**src/rtl/pio_pkg.sv**
```systemverilog
package pio_pkg;

  localparam int PW = 8;

  typedef enum logic [1:0] {
    PM_SIMPLE   = 2'd0,
    PM_STROBED  = 2'd1,
    PM_BIDIR    = 2'd2
  } pmode_e;

  typedef struct packed {
    pmode_e a_mode;
    logic   a_in;
    logic   cu_in;
    logic   b_strobed;
    logic   b_in;
    logic   cl_in;
  } pio_cfg_t;

  // handshake line positions on port C
  localparam int HS_INTR_B = 0;
  localparam int HS_FLAG_B = 1;
  localparam int HS_STB_B  = 2;
  localparam int HS_INTR_A = 3;
  localparam int HS_STB_A  = 4;
  localparam int HS_IBF_A  = 5;
  localparam int HS_ACK_A  = 6;
  localparam int HS_OBF_A  = 7;

  localparam pio_cfg_t CFG_RESET = '{a_mode: PM_SIMPLE, a_in: 1'b1, cu_in: 1'b1,
                                     b_strobed: 1'b0, b_in: 1'b1, cl_in: 1'b1};

  function automatic pio_cfg_t decode_mode(input logic [6:0] w);
    pio_cfg_t c;
    if (w[6])      c.a_mode = PM_BIDIR;
    else if (w[5]) c.a_mode = PM_STROBED;
    else           c.a_mode = PM_SIMPLE;
    c.a_in      = w[4];
    c.cu_in     = w[3];
    c.b_strobed = w[2];
    c.b_in      = w[1];
    c.cl_in     = w[0];
    return c;
  endfunction

endpackage

```
**src/rtl/pio_ctrl_reg.sv**
```systemverilog
module pio_ctrl_reg
  import pio_pkg::*;
#(
  parameter int W = PW
) (
  input  logic         clk,
  input  logic         rst_n,
  input  logic         ctl_we,
  input  logic         pc_we,
  input  logic [W-1:0] wdata,
  output pio_cfg_t     cfg,
  output logic [W-1:0] pc_lat,
  output logic         mode_wr,
  output logic         bsr_wr
);
  localparam int IW = $clog2(W);

  assign mode_wr = ctl_we &  wdata[W-1];
  assign bsr_wr  = ctl_we & ~wdata[W-1];

  always_ff @(posedge clk or negedge rst_n) begin
    if (!rst_n) begin
      cfg    <= CFG_RESET;
      pc_lat <= '0;
    end else if (mode_wr) begin
      cfg    <= decode_mode(wdata[6:0]);
      pc_lat <= '0;
    end else if (bsr_wr) begin
      pc_lat[wdata[IW:1]] <= wdata[0];
    end else if (pc_we) begin
      pc_lat <= wdata;
    end
  end

endmodule

```
**src/rtl/pio_hs_chan.sv**
```systemverilog
module pio_hs_chan
  import pio_pkg::*;
#(
  parameter int W     = PW,
  parameter int BIDIR = 0
) (
  input  logic         clk,
  input  logic         rst_n,
  input  logic         clr,
  input  pmode_e       mode,
  input  logic         dir_in,
  input  logic         wr_port,
  input  logic         rd_port,
  input  logic [W-1:0] wdata,
  input  logic [W-1:0] pins_in,
  input  logic         stb_n,
  input  logic         ack_n,
  input  logic         inte_in,
  input  logic         inte_out,
  output logic [W-1:0] pins_out,
  output logic [W-1:0] pins_oe,
  output logic [W-1:0] rd_val,
  output logic         ibf,
  output logic         obf_n,
  output logic         intr,
  output logic         stb_fall,
  output logic         ack_rise
);
  logic [W-1:0] out_lat, in_lat;
  logic ibf_q, obf_q, done_q, stb_q, ack_q;
  logic bidir_on, can_rx, can_tx;

  assign bidir_on = (BIDIR != 0) && (mode == PM_BIDIR);
  assign can_rx   = ((mode == PM_STROBED) &&  dir_in) || bidir_on;
  assign can_tx   = ((mode == PM_STROBED) && !dir_in) || bidir_on;
  assign stb_fall = stb_q & ~stb_n & can_rx;
  assign ack_rise = ~ack_q & ack_n & can_tx;

  always_ff @(posedge clk or negedge rst_n) begin
    if (!rst_n) begin
      out_lat <= '0;
      in_lat  <= '0;
      ibf_q   <= 1'b0;
      obf_q   <= 1'b0;
      done_q  <= 1'b0;
      stb_q   <= 1'b1;
      ack_q   <= 1'b1;
    end else begin
      stb_q <= stb_n;
      ack_q <= ack_n;
      if (clr) begin
        out_lat <= '0;
        in_lat  <= '0;
        ibf_q   <= 1'b0;
        obf_q   <= 1'b0;
        done_q  <= 1'b0;
      end else begin
        if (wr_port) begin
          out_lat <= wdata;
          obf_q   <= can_tx;
          done_q  <= 1'b0;
        end else begin
          if (!ack_n && can_tx) obf_q <= 1'b0;
          if (ack_rise) done_q <= 1'b1;
        end
        if (stb_fall) begin
          in_lat <= pins_in;
          ibf_q  <= 1'b1;
        end else if (rd_port && can_rx) begin
          ibf_q <= 1'b0;
        end
      end
    end
  end

  assign pins_out = out_lat;
  assign ibf      = ibf_q;
  assign obf_n    = ~obf_q;
  assign intr     = (ibf_q & inte_in & can_rx) | (done_q & inte_out & can_tx);

  always_comb begin
    case (mode)
      PM_SIMPLE:  rd_val = dir_in ? pins_in : out_lat;
      PM_STROBED: rd_val = dir_in ? in_lat  : out_lat;
      default:    rd_val = in_lat;
    endcase
  end

  if (BIDIR != 0) begin : g_bidir
    assign pins_oe = (mode == PM_BIDIR) ? {W{~ack_n}} : {W{~dir_in}};
  end else begin : g_uni
    assign pins_oe = {W{~dir_in}};
  end

endmodule

```
**src/rtl/pio_pc_route.sv**
```systemverilog
module pio_pc_route
  import pio_pkg::*;
#(
  parameter int W = PW
) (
  input  pio_cfg_t     cfg,
  input  logic [W-1:0] pc_lat,
  input  logic [W-1:0] pc_in,
  input  logic         a_ibf,
  input  logic         a_obf_n,
  input  logic         a_intr,
  input  logic         b_ibf,
  input  logic         b_obf_n,
  input  logic         b_intr,
  output logic [W-1:0] pc_out,
  output logic [W-1:0] pc_oe,
  output logic [W-1:0] pc_rd,
  output logic         a_stb_n,
  output logic         a_ack_n,
  output logic         b_hs_n,
  output logic         a_inte_in,
  output logic         a_inte_out,
  output logic         b_inte
);
  localparam int HALF = W / 2;
  logic [W-1:0] hs_in;

  assign a_stb_n    = pc_in[HS_STB_A];
  assign a_ack_n    = pc_in[HS_ACK_A];
  assign b_hs_n     = pc_in[HS_STB_B];
  assign a_inte_in  = pc_lat[HS_STB_A];
  assign a_inte_out = pc_lat[HS_ACK_A];
  assign b_inte     = pc_lat[HS_STB_B];

  always_comb begin
    hs_in = '0;
    for (int i = 0; i < W; i++) begin
      pc_out[i] = pc_lat[i];
      pc_oe[i]  = (i < HALF) ? ~cfg.cl_in : ~cfg.cu_in;
    end
    if (cfg.b_strobed) begin
      pc_oe[HS_STB_B]   = 1'b0;
      hs_in[HS_STB_B]   = 1'b1;
      pc_out[HS_FLAG_B] = cfg.b_in ? b_ibf : b_obf_n;
      pc_oe[HS_FLAG_B]  = 1'b1;
      pc_out[HS_INTR_B] = b_intr;
      pc_oe[HS_INTR_B]  = 1'b1;
    end
    if (cfg.a_mode != PM_SIMPLE) begin
      pc_out[HS_INTR_A] = a_intr;
      pc_oe[HS_INTR_A]  = 1'b1;
      if (cfg.a_mode == PM_BIDIR || cfg.a_in) begin
        pc_oe[HS_STB_A]  = 1'b0;
        hs_in[HS_STB_A]  = 1'b1;
        pc_out[HS_IBF_A] = a_ibf;
        pc_oe[HS_IBF_A]  = 1'b1;
      end
      if (cfg.a_mode == PM_BIDIR || !cfg.a_in) begin
        pc_oe[HS_ACK_A]  = 1'b0;
        hs_in[HS_ACK_A]  = 1'b1;
        pc_out[HS_OBF_A] = a_obf_n;
        pc_oe[HS_OBF_A]  = 1'b1;
      end
    end
    for (int i = 0; i < W; i++) begin
      if (hs_in[i])     pc_rd[i] = pc_lat[i];
      else if (pc_oe[i]) pc_rd[i] = pc_out[i];
      else              pc_rd[i] = pc_in[i];
    end
  end

endmodule

```
**src/rtl/tri_port_pio.sv**
```systemverilog
module tri_port_pio
  import pio_pkg::*;
#(
  parameter int W = PW
) (
  input  logic         clk,
  input  logic         rst_n,
  input  logic         cs_n,
  input  logic [1:0]   addr,
  input  logic         wr_n,
  input  logic         rd_n,
  input  logic [W-1:0] wdata,
  output logic [W-1:0] rdata,
  input  logic [W-1:0] pa_in,
  output logic [W-1:0] pa_out,
  output logic [W-1:0] pa_oe,
  input  logic [W-1:0] pb_in,
  output logic [W-1:0] pb_out,
  output logic [W-1:0] pb_oe,
  input  logic [W-1:0] pc_in,
  output logic [W-1:0] pc_out,
  output logic [W-1:0] pc_oe
);
  logic wr_stb, rd_stb;
  logic wr_a, wr_b, wr_c, wr_ctl, rd_a, rd_b;
  pio_cfg_t cfg;
  pmode_e b_mode;
  logic [W-1:0] pc_lat, a_rd, b_rd, pc_rd;
  logic mode_wr, bsr_wr;
  logic a_ibf, a_obf_n, a_intr, a_stb_fall, a_ack_rise;
  logic b_ibf, b_obf_n, b_intr, b_stb_fall, b_ack_rise;
  logic a_stb_n, a_ack_n, b_hs_n, a_inte_in, a_inte_out, b_inte;

  assign wr_stb = ~cs_n & ~wr_n;
  assign rd_stb = ~cs_n & ~rd_n;
  assign wr_a   = wr_stb && addr == 2'd0;
  assign wr_b   = wr_stb && addr == 2'd1;
  assign wr_c   = wr_stb && addr == 2'd2;
  assign wr_ctl = wr_stb && addr == 2'd3;
  assign rd_a   = rd_stb && addr == 2'd0;
  assign rd_b   = rd_stb && addr == 2'd1;
  assign b_mode = cfg.b_strobed ? PM_STROBED : PM_SIMPLE;

  pio_ctrl_reg #(.W(W)) u_ctrl (
    .clk(clk), .rst_n(rst_n), .ctl_we(wr_ctl), .pc_we(wr_c), .wdata(wdata),
    .cfg(cfg), .pc_lat(pc_lat), .mode_wr(mode_wr), .bsr_wr(bsr_wr)
  );

  pio_hs_chan #(.W(W), .BIDIR(1)) u_chan_a (
    .clk(clk), .rst_n(rst_n), .clr(mode_wr), .mode(cfg.a_mode), .dir_in(cfg.a_in),
    .wr_port(wr_a), .rd_port(rd_a), .wdata(wdata), .pins_in(pa_in),
    .stb_n(a_stb_n), .ack_n(a_ack_n), .inte_in(a_inte_in), .inte_out(a_inte_out),
    .pins_out(pa_out), .pins_oe(pa_oe), .rd_val(a_rd), .ibf(a_ibf), .obf_n(a_obf_n),
    .intr(a_intr), .stb_fall(a_stb_fall), .ack_rise(a_ack_rise)
  );

  pio_hs_chan #(.W(W), .BIDIR(0)) u_chan_b (
    .clk(clk), .rst_n(rst_n), .clr(mode_wr), .mode(b_mode), .dir_in(cfg.b_in),
    .wr_port(wr_b), .rd_port(rd_b), .wdata(wdata), .pins_in(pb_in),
    .stb_n(b_hs_n), .ack_n(b_hs_n), .inte_in(b_inte), .inte_out(b_inte),
    .pins_out(pb_out), .pins_oe(pb_oe), .rd_val(b_rd), .ibf(b_ibf), .obf_n(b_obf_n),
    .intr(b_intr), .stb_fall(b_stb_fall), .ack_rise(b_ack_rise)
  );

  pio_pc_route #(.W(W)) u_route (
    .cfg(cfg), .pc_lat(pc_lat), .pc_in(pc_in),
    .a_ibf(a_ibf), .a_obf_n(a_obf_n), .a_intr(a_intr),
    .b_ibf(b_ibf), .b_obf_n(b_obf_n), .b_intr(b_intr),
    .pc_out(pc_out), .pc_oe(pc_oe), .pc_rd(pc_rd),
    .a_stb_n(a_stb_n), .a_ack_n(a_ack_n), .b_hs_n(b_hs_n),
    .a_inte_in(a_inte_in), .a_inte_out(a_inte_out), .b_inte(b_inte)
  );

  always_comb begin
    rdata = '0;
    if (rd_stb) begin
      case (addr)
        2'd0:    rdata = a_rd;
        2'd1:    rdata = b_rd;
        2'd2:    rdata = pc_rd;
        default: rdata = '0;
      endcase
    end
  end

endmodule

```
**config.mk**
```make
export PLATFORM = sky130hd
export DESIGN_NAME = tri_port_pio
export DESIGN_NICKNAME = d
export VERILOG_FILES = /design/src/rtl/pio_pkg.sv /design/src/rtl/pio_ctrl_reg.sv /design/src/rtl/pio_hs_chan.sv /design/src/rtl/pio_pc_route.sv /design/src/rtl/tri_port_pio.sv
export SDC_FILE = /design/constraint.sdc
export NUM_CORES = 1
export LEC_CHECK = 0
export ABC_CLOCK_PERIOD_IN_PS = 1900
export BUFFER_PORTS_ARGS = -buffer_cell sky130_fd_sc_hd__buf_2
export CAP_MARGIN = 10
export CELL_PAD_IN_SITES_DETAIL_PLACEMENT = 1
export CELL_PAD_IN_SITES_GLOBAL_PLACEMENT = 1
export CORE_MARGIN = 1.5
export CORE_UTILIZATION = 32
export DETAILED_ROUTE_END_ITERATION = 6
export PLACE_DENSITY_LB_ADDON = 0.12
export REMOVE_ABC_BUFFERS = 1
export SETUP_SLACK_MARGIN = 0.02
export SLEW_MARGIN = 20
export SYNTH_ARGS = -nofsm -noshare
export SYNTH_HDL_FRONTEND = slang
export SYNTH_SLANG_ARGS = --single-unit
```
**constraint.sdc**
```tcl
create_clock -name clk -period 1.9 [get_ports clk]
set_clock_uncertainty 0.15 [all_clocks]
set_input_delay 0 -clock clk [delete_from_list [all_inputs] [get_ports clk]]
set_output_delay 0 -clock clk [all_outputs]
set_load 0.02 [all_outputs]
```
Word-level counts from Yosys, hierarchy flattened. Cells that the tools add are included.

Bits in latches: 0. Memories kept: 0. Bits in read-only memories: 0. Register bits after elaboration: 56. Output and inout port bits: 56. Input port bits: 39. RAM bits: 0.

Muxes and demuxes: 71. Multipliers: 0. Bitwise logic cells: 37. Equal/unequal tests: 6. Order comparisons: 2. $add $sub $neg: 0. Reductions and logical operators: 38. Shifts and indexed selects: 0. Divide/modulo/power cells: 0.

Operators by type and width (count): $mux W8 (17); $mux W1 (43); $pmux W8 S2 (2); $pmux W8 S3 (1); $reduce_bool A3 Y1 (7); $and A1 B1 Y1 (20); $logic_and A1 B1 Y1 (15); $not A1 Y1 (15); $reduce_bool A2 Y1 (5); $bwmux W8 (1); $mux W2 (4); $eq A2 B2 Y1 const B (3); $logic_not A2 Y1 (3); $mux W5 (1); $eq A2 B1 Y1 const B (2); $logic_not A1 Y1 (4); $logic_or A1 B1 Y1 (4); $lt A3 B4 Y1 const B (1); $demux W1 S3 (1); $ge A3 B1 Y1 const B (1); $mux W3 (1); $or A1 B1 Y1 (2); $eq A1 B1 Y1 const B (1).

Longest topological paths before layout.
Word-level depth: 9. Gate-level depth with buffers: 7. Gate-level depth less buffers: 5.

Modules after synthesis. Synthesis repeated with hierarchy kept, for this count alone.

Cells, all modules: 388. Area, all modules: 3863.7 sq um.

By module, submodules not included: pio_hs_chan (u_chan_a) (area each 1258.7 sq um, seq. area each 528.0 sq um, cells an instance 122, times used 1); pio_hs_chan (u_chan_b) (area each 1086.0 sq um, seq. area each 528.0 sq um, cells an instance 96, times used 1); pio_ctrl_reg (area each 782.0 sq um, seq. area each 380.4 sq um, cells an instance 78, times used 1); tri_port_pio (area each 384.1 sq um, seq. area each 0.0 sq um, cells an instance 47, times used 1); pio_pc_route (area each 352.8 sq um, seq. area each 0.0 sq um, cells an instance 45, times used 1).

Least setup slack after synthesis. Ideal clock, no wire load.

Kind: register to output. Start point: register u_ctrl.cfg[1] (netlist name). End point: output rdata[1]. Path slack: -0.115 ns. Arrival time: 1.865 ns. Data required time: 1.750 ns. Path buffers: 1. Cell stages (with the launch flop): 6. Cell sequence: dfstp_2 -> buf_2 -> nor2b_1 -> o31ai_1 -> mux2i_1 -> o221ai_1.

Word-level cells in the longest chain between the ends: 5.

RTL lines: $mux W1 (RTL line pio_pc_route.sv:44) `pc_out[HS_FLAG_B] = cfg.b_in ? b_ibf : b_obf_n;`; $mux W2 (RTL line pio_pc_route.sv:41) `if (cfg.b_strobed) begin`; named net pc_out[1] (RTL line tri_port_pio.sv:21) `output logic [W-1:0] pc_out,`; $mux W1 (RTL line pio_pc_route.sv:67) `else if (pc_oe[i]) pc_rd[i] = pc_out[i];`; $pmux W8 S3 (RTL line tri_port_pio.sv:77) `case (addr)`; $mux W8 (RTL line tri_port_pio.sv:76) `if (rd_stb) begin`; end, declared (RTL line tri_port_pio.sv:13) `output logic [W-1:0] rdata,`.

The timed path passes the listed nets, and every way through them passes these cells.

Worst setup path after layout.
Start point: register u_ctrl.cfg[4] (netlist name). End point: output rdata[4].

Word-level cells in the longest chain between the ends: 7.

RTL lines: $logic_or A1 B1 Y1 (RTL line pio_pc_route.sv:52) `if (cfg.a_mode == PM_BIDIR || cfg.a_in) begin`; $mux W2 (RTL line pio_pc_route.sv:52); $mux W5 (RTL line pio_pc_route.sv:49) `if (cfg.a_mode != PM_SIMPLE) begin`; $mux W1 (RTL line pio_pc_route.sv:67); $mux W1 (RTL line pio_pc_route.sv:66) `if (hs_in[i]) pc_rd[i] = pc_lat[i];`; $pmux W8 S3 * (RTL line tri_port_pio.sv:77); $mux W8 * (RTL line tri_port_pio.sv:76).

Mark *: on every way between the ends. The rest lies on a longest branch, timed or not.

==> flow_summary.yaml <==
layout:
  layout_common_cells: "77 x buf_2, 69 x nand2_1, 48 x buf_4, 47 x dfrtp_1, 45 x a21oi_1"
  mostFrequentLayoutCell: "buf_2"
  finalNetCount: 574
  n_fill_cell: 1261
  diodes: 0
  area_growth_pct: 40.4
  design_area_sq_mm: 0.00489
  multi_input_area_sq_mm: 0.00190
  fin_cells: 672
  final_util_pct: 46.8
  drive_above_1_share_pct: 38.6
  ff_latch_area_sq_mm: 0.00141
route:
  vias: 3522
  antenna_left: 0
  vias_per_cell: 5.24
  drtIter0Drc: 103
  drc: 0
  dr.pass1.iters: 4
  drt_wl_total_mm: 12.8
  wl_per_cell_um: 19.0
setup_path:
  crit_fanout: 4
  worstPathRequired_ns: 1.75
  max_stage_delay_ns: 0.60
  path_cells: "and2_4 -> nand3b_1 -> mux2i_1 -> o221ai_1 -> buf_2"
  critPathSlowestCell: "dfstp_2"
  critPathCaptureType: "output pin"
  crit_arrival_ns: 1.97
  criticalPathCategory: "flip-flop to output pin"
  startpoint_type: "flip-flop"
logic_synthesis:
  postSynthCellCount: 402
  synth_ff_type: "dfrtp_1"
  ys_async_sr_fraction_pct: 100
  synth-seq-cells: 56
  ys_types: 48
  ys_warn_count: 0
  synth-edff-count: 0
  synth_area_sq_mm: 0.00349
  syn_avg_cell_area_sq_um: 8.67
  seq_area_frac_synth_pct: 40.5
placement:
  dp_cells: 613
  port_buffers: 94
  dpl_cell_area_sq_mm: 0.00407
  routabilityCongestion: 0.817
  place_hpwl_mm: 8.97
floorplanning:
  coreArea_sq_mm: 0.0105
  ioPinCount: 95
  die_area_sq_mm: 0.0115
  die_w_um: 107
  start_util_pct: 33.3
  core.rowCount: 37
  fp.dieH_um: 107
global_route:
  grt_use_total_pct: 22.7
  grt_pass1_vias: 3676
  grt_max_degree: 45
  grt_pass1_wl_mm: 20.0
  grt_overflow_total: 0
  antenna_found_initial: 0
clocking:
  cts_buffer_depth: 2
  cts.sinks: 56
  cts-root-buf: "clkbuf_8"
  clk_pin_slew_ns: 0.12
  cts-buffers-inserted: 5
  clk_latency_ns: 0.32
  htreeDepth: 2
  cts_tree: "done"
pwr:
  leakage_nw: 2.17
  total_power_mw: 4.98
  ir_drop_v: 0.000390
  p_per_area_mw_per_mm2: 1020
run:
  max_cap_violations: 0
timing:
  slew_headroom_pct: 63.7
  period_minus_slack_ns: 2.12
  setup_violations: 9
  drv_slew: 0
  finalWorstSetupSlack_ns: -0.219
  rsz0062_at_grt: "yes"
  tightest_slew_ns: 0.541
  hold_viol_final: 0
  period_share_pct: 112
  fmax_mhz: 472
run_status:
  violations: "setup timing"
  outcome: "complete, but fails checks"
worst_hold_path:
  hp-class: "primary input to flip-flop"
==> flip-flops by register name, indices dropped and copies added (netlist names) <==
name	count
u_chan_b.in_lat	8
u_chan_b.pins_out	8
u_chan_a.ibf	1
u_chan_b.ibf	1
u_chan_b.obf_q	1
u_ctrl.cfg	7
u_ctrl.pc_lat	8
u_chan_a.pins_out	8
u_chan_b.stb_q	1
u_chan_a.in_lat	8
u_chan_a.obf_q	1
u_chan_a.ack_q	1
u_chan_b.done_q	1
u_chan_a.done_q	1
u_chan_a.stb_q	1
==> logic make-up (layout without fill, tap and decap cells) <==
group	after synthesis	in the layout	synth area share (%)
AOI/OAI and AO/OA	107	107	19.2
buffers and inverters	60	194	10.2
DFF	56	56	40.5
muxes	34	34	10.1
and+or+nand+nor	145	145	20.1
==> critical path, delay by kind of cell (launching register included) <==
kind	cells	cell delay, ns
compound gates	1	0.14
buf+inv	1	0.18
flops	1	0.60
mux	1	0.31
simple gates	2	0.42
==> where the power goes <==
group,switching (mW),total (mW),internal [mW]
combinational,1.35,2.45,1.10
clock,0.463,0.733,0.270
sequential,0.278,1.79,1.52
==> final timing paths <==
check	from	endpoint	slack, ns	depth (start not counted)
setup reg to reg	u_ctrl.cfg[1]	u_chan_b.in_lat[2]	0.12	6
max in group asynchronous	rst_n	u_chan_a.in_lat[3]	0.57	3
hold / removal	addr[0]	u_ctrl.pc_lat[7]	0.03	3
min in group asynchronous	rst_n	u_chan_a.ack_q	0.07	2
hold reg to reg	u_chan_b.in_lat[7]	u_chan_b.in_lat[7]	0.38	2
setup / recovery	u_ctrl.cfg[4]	rdata[4]	-0.22	5
==> Yosys cell counts, types with 2 or more instances <==
cell type / number / area share (%)
mux2_2: 10 / 3.2
o21ai_0: 11 / 1.6
o221ai_1: 13 / 3.3
o22ai_1: 2 / 0.36
inv_1: 14 / 1.5
nand3_1: 9 / 1.3
o211ai_1: 5 / 1.1
o31ai_1: 4 / 0.86
nand2b_1: 7 / 1.3
a21oi_1: 51 / 7.3
nand2_1: 69 / 7.4
a31oi_1: 3 / 0.54
nand3b_1: 5 / 1.1
buf_2: 12 / 1.7
o21ai_1: 2 / 0.29
clkbuf_1: 6 / 0.65
o22a_1: 5 / 1.3
dfstp_2: 7 / 5.3
or3_1: 3 / 0.54
and2_1: 2 / 0.36
nor2_1: 29 / 3.1
nor3_1: 8 / 1.1
buf_6: 5 / 1.6
buf_4: 20 / 4.3
nor2b_1: 4 / 0.72
o21a_1: 2 / 0.43
dfrtp_1: 49 / 35
o21bai_1: 2 / 0.43
mux2i_1: 24 / 6.9
==> metal layers <==
metal | up-vias | routed length [um] | global-route usage, %
met5 | - | 0 | 0
met4 | 0 | 266 | 7.05
met3 | 18 | 588 | 3.15
met2 | 105 | 6180 | 38.4
met1 | 1734 | 5750 | 30.0
li1 | 1665 | - | -
==> repair_timing <==
action / CTS / global route
gates cloned: 2 / 0
endpoints found under the setup margin: 18 / 19
buffers inserted: 14 / 4
endpoints found under the hold margin: 104 / 0
pin swaps: 8 / 10
resized for setup: 45 / 24
hold buffers: 31 / 0
==> stage by stage <==
step                setup TNS [ns]  worst slack [ns]  hold WS, ns
detailed placement               0          0.000937       -0.223
finish                       -1.27            -0.219       0.0266
global placement                 0            0.0616       -0.228
CTS                          -1.18            -0.199       0.0231
floorplan                   -14.46             -1.39       -0.446
global route                 -2.04            -0.274       0.0244
==> final cells by class <==
cell class | count | share of cell area (%)
multi-input combinational | 286 | 38.9
clock inverter | 3 | 0.537
timing repair inverter | 2 | 0.307
sequential | 56 | 28.9
clock buffer | 5 | 1.41
timing repair buffer | 169 | 25.3
inverter | 15 | 1.23
tap | 136 | 3.48
(Power assumes the default switching activity.)
